==> config.mk <==
export PLATFORM = sky130hd
export DESIGN_NAME = dma_handover_seq
export DESIGN_NICKNAME = d
export VERILOG_FILES = /design/src/rtl/dma_hs_pkg.sv /design/src/rtl/dma_prio_pick.sv /design/src/rtl/dma_strobe_dec.sv /design/src/rtl/dma_handover_seq.sv
export SDC_FILE = /design/constraint.sdc
export NUM_CORES = 1
export LEC_CHECK = 0
export BUFFER_PORTS_ARGS = -buffer_cell sky130_fd_sc_hd__buf_2
export CAP_MARGIN = 20
export CORE_MARGIN = 2
export CORE_UTILIZATION = 40
export DETAILED_ROUTE_END_ITERATION = 7
export GPL_TIMING_DRIVEN = 1
export MAX_ROUTING_LAYER = met4
export PLACE_DENSITY = 0.73
export SYNTH_ARGS = -nofsm -noshare
export SYNTH_HDL_FRONTEND = slang
export SYNTH_SLANG_ARGS = --single-unit
==> constraint.sdc <==
create_clock -name clk -period 1.4 [get_ports clk]
set_input_delay 0.28 -clock clk [delete_from_list [all_inputs] [get_ports clk]]
set_output_delay 0.28 -clock clk [all_outputs]
set_load 0.01 [all_outputs]
==> src/rtl/dma_hs_pkg.sv <==
package dma_hs_pkg;
   typedef enum logic [2:0] {
      ST_IDLE  = 3'd0,
      ST_WAIT  = 3'd1,
      ST_ADDR  = 3'd2,
      ST_READ  = 3'd3,
      ST_WRITE = 3'd4,
      ST_RECOV = 3'd5,
      ST_CASC  = 3'd6
   } hs_state_e;
endpackage

==> src/rtl/dma_prio_pick.sv <==
module dma_prio_pick #(
   parameter int NUM_CH = 4,
   localparam int SEL_W = $clog2(NUM_CH)
) (
   input  logic [NUM_CH-1:0] cand,
   output logic              found,
   output logic [SEL_W-1:0]  idx
);
   // lowest index wins: scan downward so the last hit is the lowest
   always_comb begin
      found = 1'b0;
      idx   = '0;
      for (int i = NUM_CH - 1; i >= 0; i--) begin
         if (cand[i]) begin
            found = 1'b1;
            idx   = SEL_W'(i);
         end
      end
   end
endmodule

==> src/rtl/dma_strobe_dec.sv <==
module dma_strobe_dec
   import dma_hs_pkg::*;
(
   input  hs_state_e state,
   input  logic      mem_to_io,
   output logic      addr_en,
   output logic      addr_stb,
   output logic      mem_rd,
   output logic      mem_wr,
   output logic      io_rd,
   output logic      io_wr,
   output logic      byte_step
);
   logic rd_phase, wr_phase;

   always_comb begin
      rd_phase  = (state == ST_READ);
      wr_phase  = (state == ST_WRITE);
      addr_en   = (state == ST_ADDR) || rd_phase || wr_phase || (state == ST_RECOV);
      addr_stb  = (state == ST_ADDR);
      byte_step = (state == ST_RECOV);
      mem_rd    = rd_phase &&  mem_to_io;
      io_rd     = rd_phase && !mem_to_io;
      io_wr     = wr_phase &&  mem_to_io;
      mem_wr    = wr_phase && !mem_to_io;
   end
endmodule

==> src/rtl/dma_handover_seq.sv <==
module dma_handover_seq
   import dma_hs_pkg::*;
#(
   parameter int              NUM_CH       = 4,
   parameter logic [NUM_CH-1:0] CASCADE_MASK = 4'b1000
) (
   input  logic              clk,
   input  logic              rst_n,
   input  logic [NUM_CH-1:0] chan_req,
   input  logic [NUM_CH-1:0] chan_mask,
   input  logic [NUM_CH-1:0] chan_dir,
   input  logic              xfer_done,
   input  logic              hold_ack,
   output logic              hold_req,
   output logic [NUM_CH-1:0] chan_ack,
   output logic              addr_en,
   output logic              addr_stb,
   output logic              mem_rd,
   output logic              mem_wr,
   output logic              io_rd,
   output logic              io_wr,
   output logic              byte_step
);
   localparam int SEL_W = $clog2(NUM_CH);

   generate
      if (NUM_CH < 2 || NUM_CH > 8) begin : g_bad_cfg
         $fatal(1, "dma_handover_seq: NUM_CH must be 2..8");
      end
   endgenerate

   hs_state_e        state_q, state_d;
   logic [SEL_W-1:0] sel_q;
   logic             lost_q;
   logic             pick_found;
   logic [SEL_W-1:0] pick_idx;
   logic             in_byte, ack_phase, lost_now, end_byte;

   dma_prio_pick #(.NUM_CH(NUM_CH)) u_pick (
      .cand  (chan_req & ~chan_mask),
      .found (pick_found),
      .idx   (pick_idx)
   );

   always_comb begin
      in_byte   = (state_q == ST_ADDR) || (state_q == ST_READ) ||
                  (state_q == ST_WRITE) || (state_q == ST_RECOV);
      ack_phase = in_byte || (state_q == ST_CASC);
      lost_now  = lost_q || !hold_ack;
      end_byte  = lost_now || xfer_done || !chan_req[sel_q];
   end

   always_comb begin
      state_d = state_q;
      unique case (state_q)
         ST_IDLE:  if (pick_found) state_d = ST_WAIT;
         ST_WAIT:  if (hold_ack)   state_d = CASCADE_MASK[sel_q] ? ST_CASC : ST_ADDR;
         ST_ADDR:  state_d = ST_READ;
         ST_READ:  state_d = ST_WRITE;
         ST_WRITE: state_d = ST_RECOV;
         ST_RECOV: state_d = end_byte ? ST_IDLE : ST_ADDR;
         ST_CASC:  if (!hold_ack || !chan_req[sel_q]) state_d = ST_IDLE;
         default:  state_d = ST_IDLE;
      endcase
   end

   always_ff @(posedge clk or negedge rst_n) begin
      if (!rst_n) begin
         state_q <= ST_IDLE;
         sel_q   <= '0;
         lost_q  <= 1'b0;
      end else begin
         state_q <= state_d;
         if (state_q == ST_IDLE && pick_found) sel_q <= pick_idx;
         if (state_d == ST_IDLE)               lost_q <= 1'b0;
         else if (in_byte && !hold_ack)        lost_q <= 1'b1;
      end
   end

   assign hold_req = (state_q != ST_IDLE);

   generate
      for (genvar g = 0; g < NUM_CH; g++) begin : g_ack
         assign chan_ack[g] = ack_phase && (sel_q == SEL_W'(g));
      end
   endgenerate

   dma_strobe_dec u_dec (
      .state     (state_q),
      .mem_to_io (chan_dir[sel_q]),
      .addr_en   (addr_en),
      .addr_stb  (addr_stb),
      .mem_rd    (mem_rd),
      .mem_wr    (mem_wr),
      .io_rd     (io_rd),
      .io_wr     (io_wr),
      .byte_step (byte_step)
   );
endmodule

======== Yosys cells after proc, flatten, opt, wreduce, memory -nomap -nowiden ========
Index checks and enable logic that the tools add are counted.
storage, ports and cells
  output and inout bits ................... 12
  bits in registers ....................... 6
  logic and storage cells ................. 63
  input port bits ......................... 16
cells by class
  mux-type cells .......................... 22
  reductions and logical operators ........ 26
  equal/unequal tests ..................... 9
  $lt $le $gt $ge ......................... 1
  bitwise operators ....................... 2
operators with widths
  kind                                                         number
  one-hot mux 3 bit (7 select lines)                           1
  two-way mux 3 bit                                            4
  logical AND 1 bit                                            10
  two-way mux 2 bit                                            5
  equality test 3 bit (second input constant)                  3
  two-way mux 1 bit                                            9
  logical OR 1 bit                                             8
  binary-select mux 1 bit (select 2 bit)                       3
  equality test 3 x 2 -> 1 bit (second input constant)         2
  logical NOT 3 bit                                            2
  bitwise AND 4 bit                                            1
  equality test 2 bit (second input constant)                  2
  inverter 4 bit                                               1
  equality test 3 x 1 -> 1 bit (second input constant)         1
  logical NOT 1 bit                                            3
  less-than comparator 2 x 3 -> 1 bit (second input constant)  1
  nonzero test 3 bit                                           1
  equality test 2 x 1 -> 1 bit (second input constant)         1
  logical NOT 2 bit                                            1
  nonzero test 2 bit                                           1

======== Logic depth before layout (Yosys ltp) ========
  depth after elaboration ................. 10
  gate-level depth with buffers ........... 5
  depth with buffers taken out ............ 4

======== Modules after synthesis ========
A second synthesis with hierarchy kept.
unflattened totals
  cells, all modules ...................... 67
  area total of the unflattened synthesis .. 603.1 µm²
by module, submodules not included
  module            cells an instance  sequential area each (µm²)  area an instance (µm²)  times used
  dma_handover_seq  53                 150.1                       490.5                   1
  dma_strobe_dec    7                  0.0                         77.6                    1
  dma_prio_pick     7                  0.0                         35.0                    1

======== Least setup slack after synthesis ========
Ideal clock, no wire load.
  kind .................................... register -> output
  start ................................... register sel_q[0]
  end ..................................... output port io_rd
  arrival ................................. 1225 ps
  stages on the path, launching flop included .. 4
  data required time ...................... 1120 ps
  path slack .............................. -105 ps
  buffers on the path ..................... 1
  path through ............................ dfrtp_1 > buf_6 > mux4_2 > nor3_1
on the way
  cells in the longest elaborated chain, start to end .. 4
RTL lines
  what                                     line                    text
  start: declaration                       dma_handover_seq.sv:33  logic [SEL_W-1:0] sel_q;
  start signal: assignment                 dma_handover_seq.sv:74  if (state_q == ST_IDLE && pick_found) sel_q <= pick_idx;
  binary-select mux 1 bit (select 2 bit)   dma_handover_seq.sv:90  .mem_to_io (chan_dir[sel_q]),
  two-way mux 1 bit (implied by the code)  dma_handover_seq.sv:90
  logical NOT 1 bit                        dma_strobe_dec.sv:23    io_rd = rd_phase && !mem_to_io;
  logical AND 1 bit                        dma_strobe_dec.sv:23
  end: declaration                         dma_handover_seq.sv:20  output logic io_rd,
No other way between the ends. The select of a mux whose other input is x is not followed.

======== Worst setup path in the final report ========
  start ................................... register sel_q[0]
  end ..................................... output port mem_rd
on the way
  cells in the longest elaborated chain, start to end .. 3
RTL lines
  what                                     line                    text
  binary-select mux 1 bit (select 2 bit)   dma_handover_seq.sv:90
  two-way mux 1 bit (implied by the code)  dma_handover_seq.sv:90
  logical AND 1 bit                        dma_strobe_dec.sv:22    mem_rd = rd_phase && mem_to_io;
  end: declaration                         dma_handover_seq.sv:18  output logic mem_rd,
No other way between the ends. The select of a mux whose other input is x is not followed.

==> impl_metrics.yaml <==
finish:
  final_cell_mix: "buf_2 (23), buf_6 (16), buf_4 (10)"
  layout.nets: 131
  drive_gt1_frac: 0.743
  antennaDiodeCount: 0
  nFillCells: 86
  area_delta_synth_final_pct: 82.4
  final_common_cell: "buf_2"
  final_cells: 128
  post-route-cell-area_mm2: 0.00109
  final_util: 0.808
die:
  core_mm2: 0.00135
  fp.dieW_um: 42.7
  ioPinCount: 28
  initial_core_util: 0.443
  dieArea_mm2: 0.00182
  rows: 13
  die_h_um: 42.7
timing:
  fmax_mhz: 560
  rsz0062_at_grt: "true"
  fin_ws_ps: -387
  fin_crit_sh: 1.28
  setup_violations: 13
  slew_violations: 0
  fin_skew_ps: 12.6
  tightestPinTransition_ps: 332
  tns_ps: -3050
  slew_headroom: 0.776
  hold_viol_final: 0
  hold_slack_ps: 347
  finalWorstPathRequiredPeriod_ps: 1790
synthesis:
  syn_nets: 81
  ys_ff_latch: 6
  synth_top_area_frac: 0.251
  synth_cells: 65
  syn_area_um2: 598
  synth_area_leaders: "dfrtp_1 (25%), buf_6 (9.4%), nand2b_1 (4.2%)"
  synth_area_leader_cell: "dfrtp_1"
  syn-mean-instance-area_um2: 9.20
  yosysSeqAreaShare: 0.251
  ys_types: 35
  synth-warning-count: 0
clock_tree:
  cts_tree: "built"
  cts-root-buf: "clkbuf_4"
  cts_sinks: 6
  cts_max_path_buffers: 2
  clk_pin_slew_ps: 50
  numCtsBuffers: 3
  htree_num_levels: 1
  insertion_delay_ps: 260
run_status:
  status: "finished, violations left"
  violations: "negative setup slack"
worst_setup_path:
  r2r_end: "lost_q"
  worstSetupStartpointType: "flop"
  r2r_slack_ps: -240
  startpoint: "sel_q[0]"
  crit_path_end: "mem_rd"
  crit_family: "multiplexers"
  critPathKind: "reg2out"
  cp_num_cells: 3
  critPathSlowestCell: "mux4_2"
  worstPathRequired_ps: 1120
  arrival_ps: 1510
  ff2ff_path_depth: 6
  worst-path-buf-inv: 1
  reg2reg_from: "state_q[2]"
  slowest_delay_ps: 570
  critPathMaxFanout: 4
  worstPathCellList: "mux4_2 > nor3b_2 > buf_2"
  cp-end-kind: "output pin"
min_path:
  worstHoldStart: "chan_req[1]"
  hold_path.class: "in2reg"
global_route:
  met1_usage: 0.255
  grt_max_degree: 9
  grt_pass1_vias: 693
  met2_usage: 0.409
  grt.busiest_layer: "met2"
  overflow: 0
  antenna_found_initial: 0
  grtUsageMet3: 0.0340
  grt_pass1_wl_um: 3070
  grt_usage: 0.239
power:
  irDropWorstVdd_mv: 1.20
  p_total_mw: 2.41
  p_leak_nw: 0.510
  p_per_area_mw_per_mm2: 2210
detailed_routing:
  wl_per_cell_um: 16.3
  antenna_left: 0
  vias: 699
  vias_per_cell: 5.46
  routed_wl_um: 2080
  drcViolationCount: 0
  drt_iter0_drc: 5
  drt-pass1-iter-count: 4
place:
  gp_congestion: 0.724
  placed_area_um2: 771
  pre_cts_slack_ps: -101
  dp_hpwl_um: 1190
  placedCellCount: 110
  port_buffers: 27
run:
  drv_cap: 0
-- how the worst min path moves through the flow --
stage	endpoint	slack, ps	cells after the start
6_report	sel_q[1]	350	4
5_1_grt	sel_q[1]	380	4
4_1_cts	sel_q[1]	340	4
3_5_place_dp	lost_q	110	1
3_3_place_gp	lost_q	110	1
2_1_floorplan	lost_q	-20	0
-- flip-flops by register name, indices dropped and copies added (netlist names) --
signal / cells
lost_q: 1
sel_q: 2
state_q: 3
-- worst reg2reg max path: stages (launching register included) --
cell,delay (ps)
dfrtp_2,490
buf_6,160
buf_6,110
a311o_1,300
nand2_1,100
a31oi_2,50
o32a_1,300
-- cell usage after synthesis --
cell       n
dfrtp_1    6
buf_6      5
nand2_1    5
nand2b_1   4
nor2_1     3
nor2b_1    3
nor3_1     3
o21ai_0    3
a21oi_1    2
inv_1      2
mux2i_1    2
nor3_2     2
nor3b_1    2
xor2_1     2
a2bb2oi_1  1
a311o_1    1
a31oi_2    1
and2_1     1
and2b_1    1
and3b_1    1
and4_1     1
inv_2      1
mux4_2     1
nand2b_4   1
nand3_1    1
nand3b_1   1
nor3b_2    1
nor4b_1    1
o21a_1     1
o22a_2     1
o22ai_1    1
o31ai_1    1
o31ai_2    1
o32a_1     1
or2b_1     1
-- final cells by class --
cell class	instances	area (um^2)	share of cell area
multi-input combinational	51	500	0.459
timing repair buffer	50	380	0.349
sequential	6	155	0.142
clock buffer	3	22.5	0.0206
tap	15	18.8	0.0172
inverter	3	13.8	0.0126
-- layer usage --
layer | vias to the layer above | share of wire
met2 | 26 | 0.51
met1 | 334 | 0.43
met5 | - | 0
met4 | 0 | 0.033
met3 | 9 | 0.036
li1 | 330 | -
-- logic make-up (layout without fill, tap and decap cells) --
kind of cell / count (synthesis) / after routing / share of synthesized area
flip-flops: 6 / 6 / 0.251
multiplexers: 3 / 3 / 0.0711
XOR/XNOR: 2 / 2 / 0.0293
AND/OR/NAND/NOR: 32 / 32 / 0.351
AO/OA/AOI/OAI: 14 / 14 / 0.184
buffers and inverters: 8 / 56 / 0.113
-- power by group --
group | switching (mW) | total (mW) | internal, mW | leakage, nW
Sequential | 0.149 | 0.416 | 0.267 | 0.0704
Clock | 0.0738 | 0.171 | 0.0977 | 0.0138
Combinational | 0.813 | 1.83 | 1.01 | 0.426
Total | 1.04 | 2.41 | 1.38 | 0.510
-- timing repair --
action	in CTS	in global routing
endpoints found under the hold margin	6	0
pin swaps	7	7
resized for setup	29	17
gates cloned	0	0
setup endpoints to repair	13	16
hold buffers	1	0
buffers inserted	13	4
Note: power is estimated with default switching activity, not from simulation.
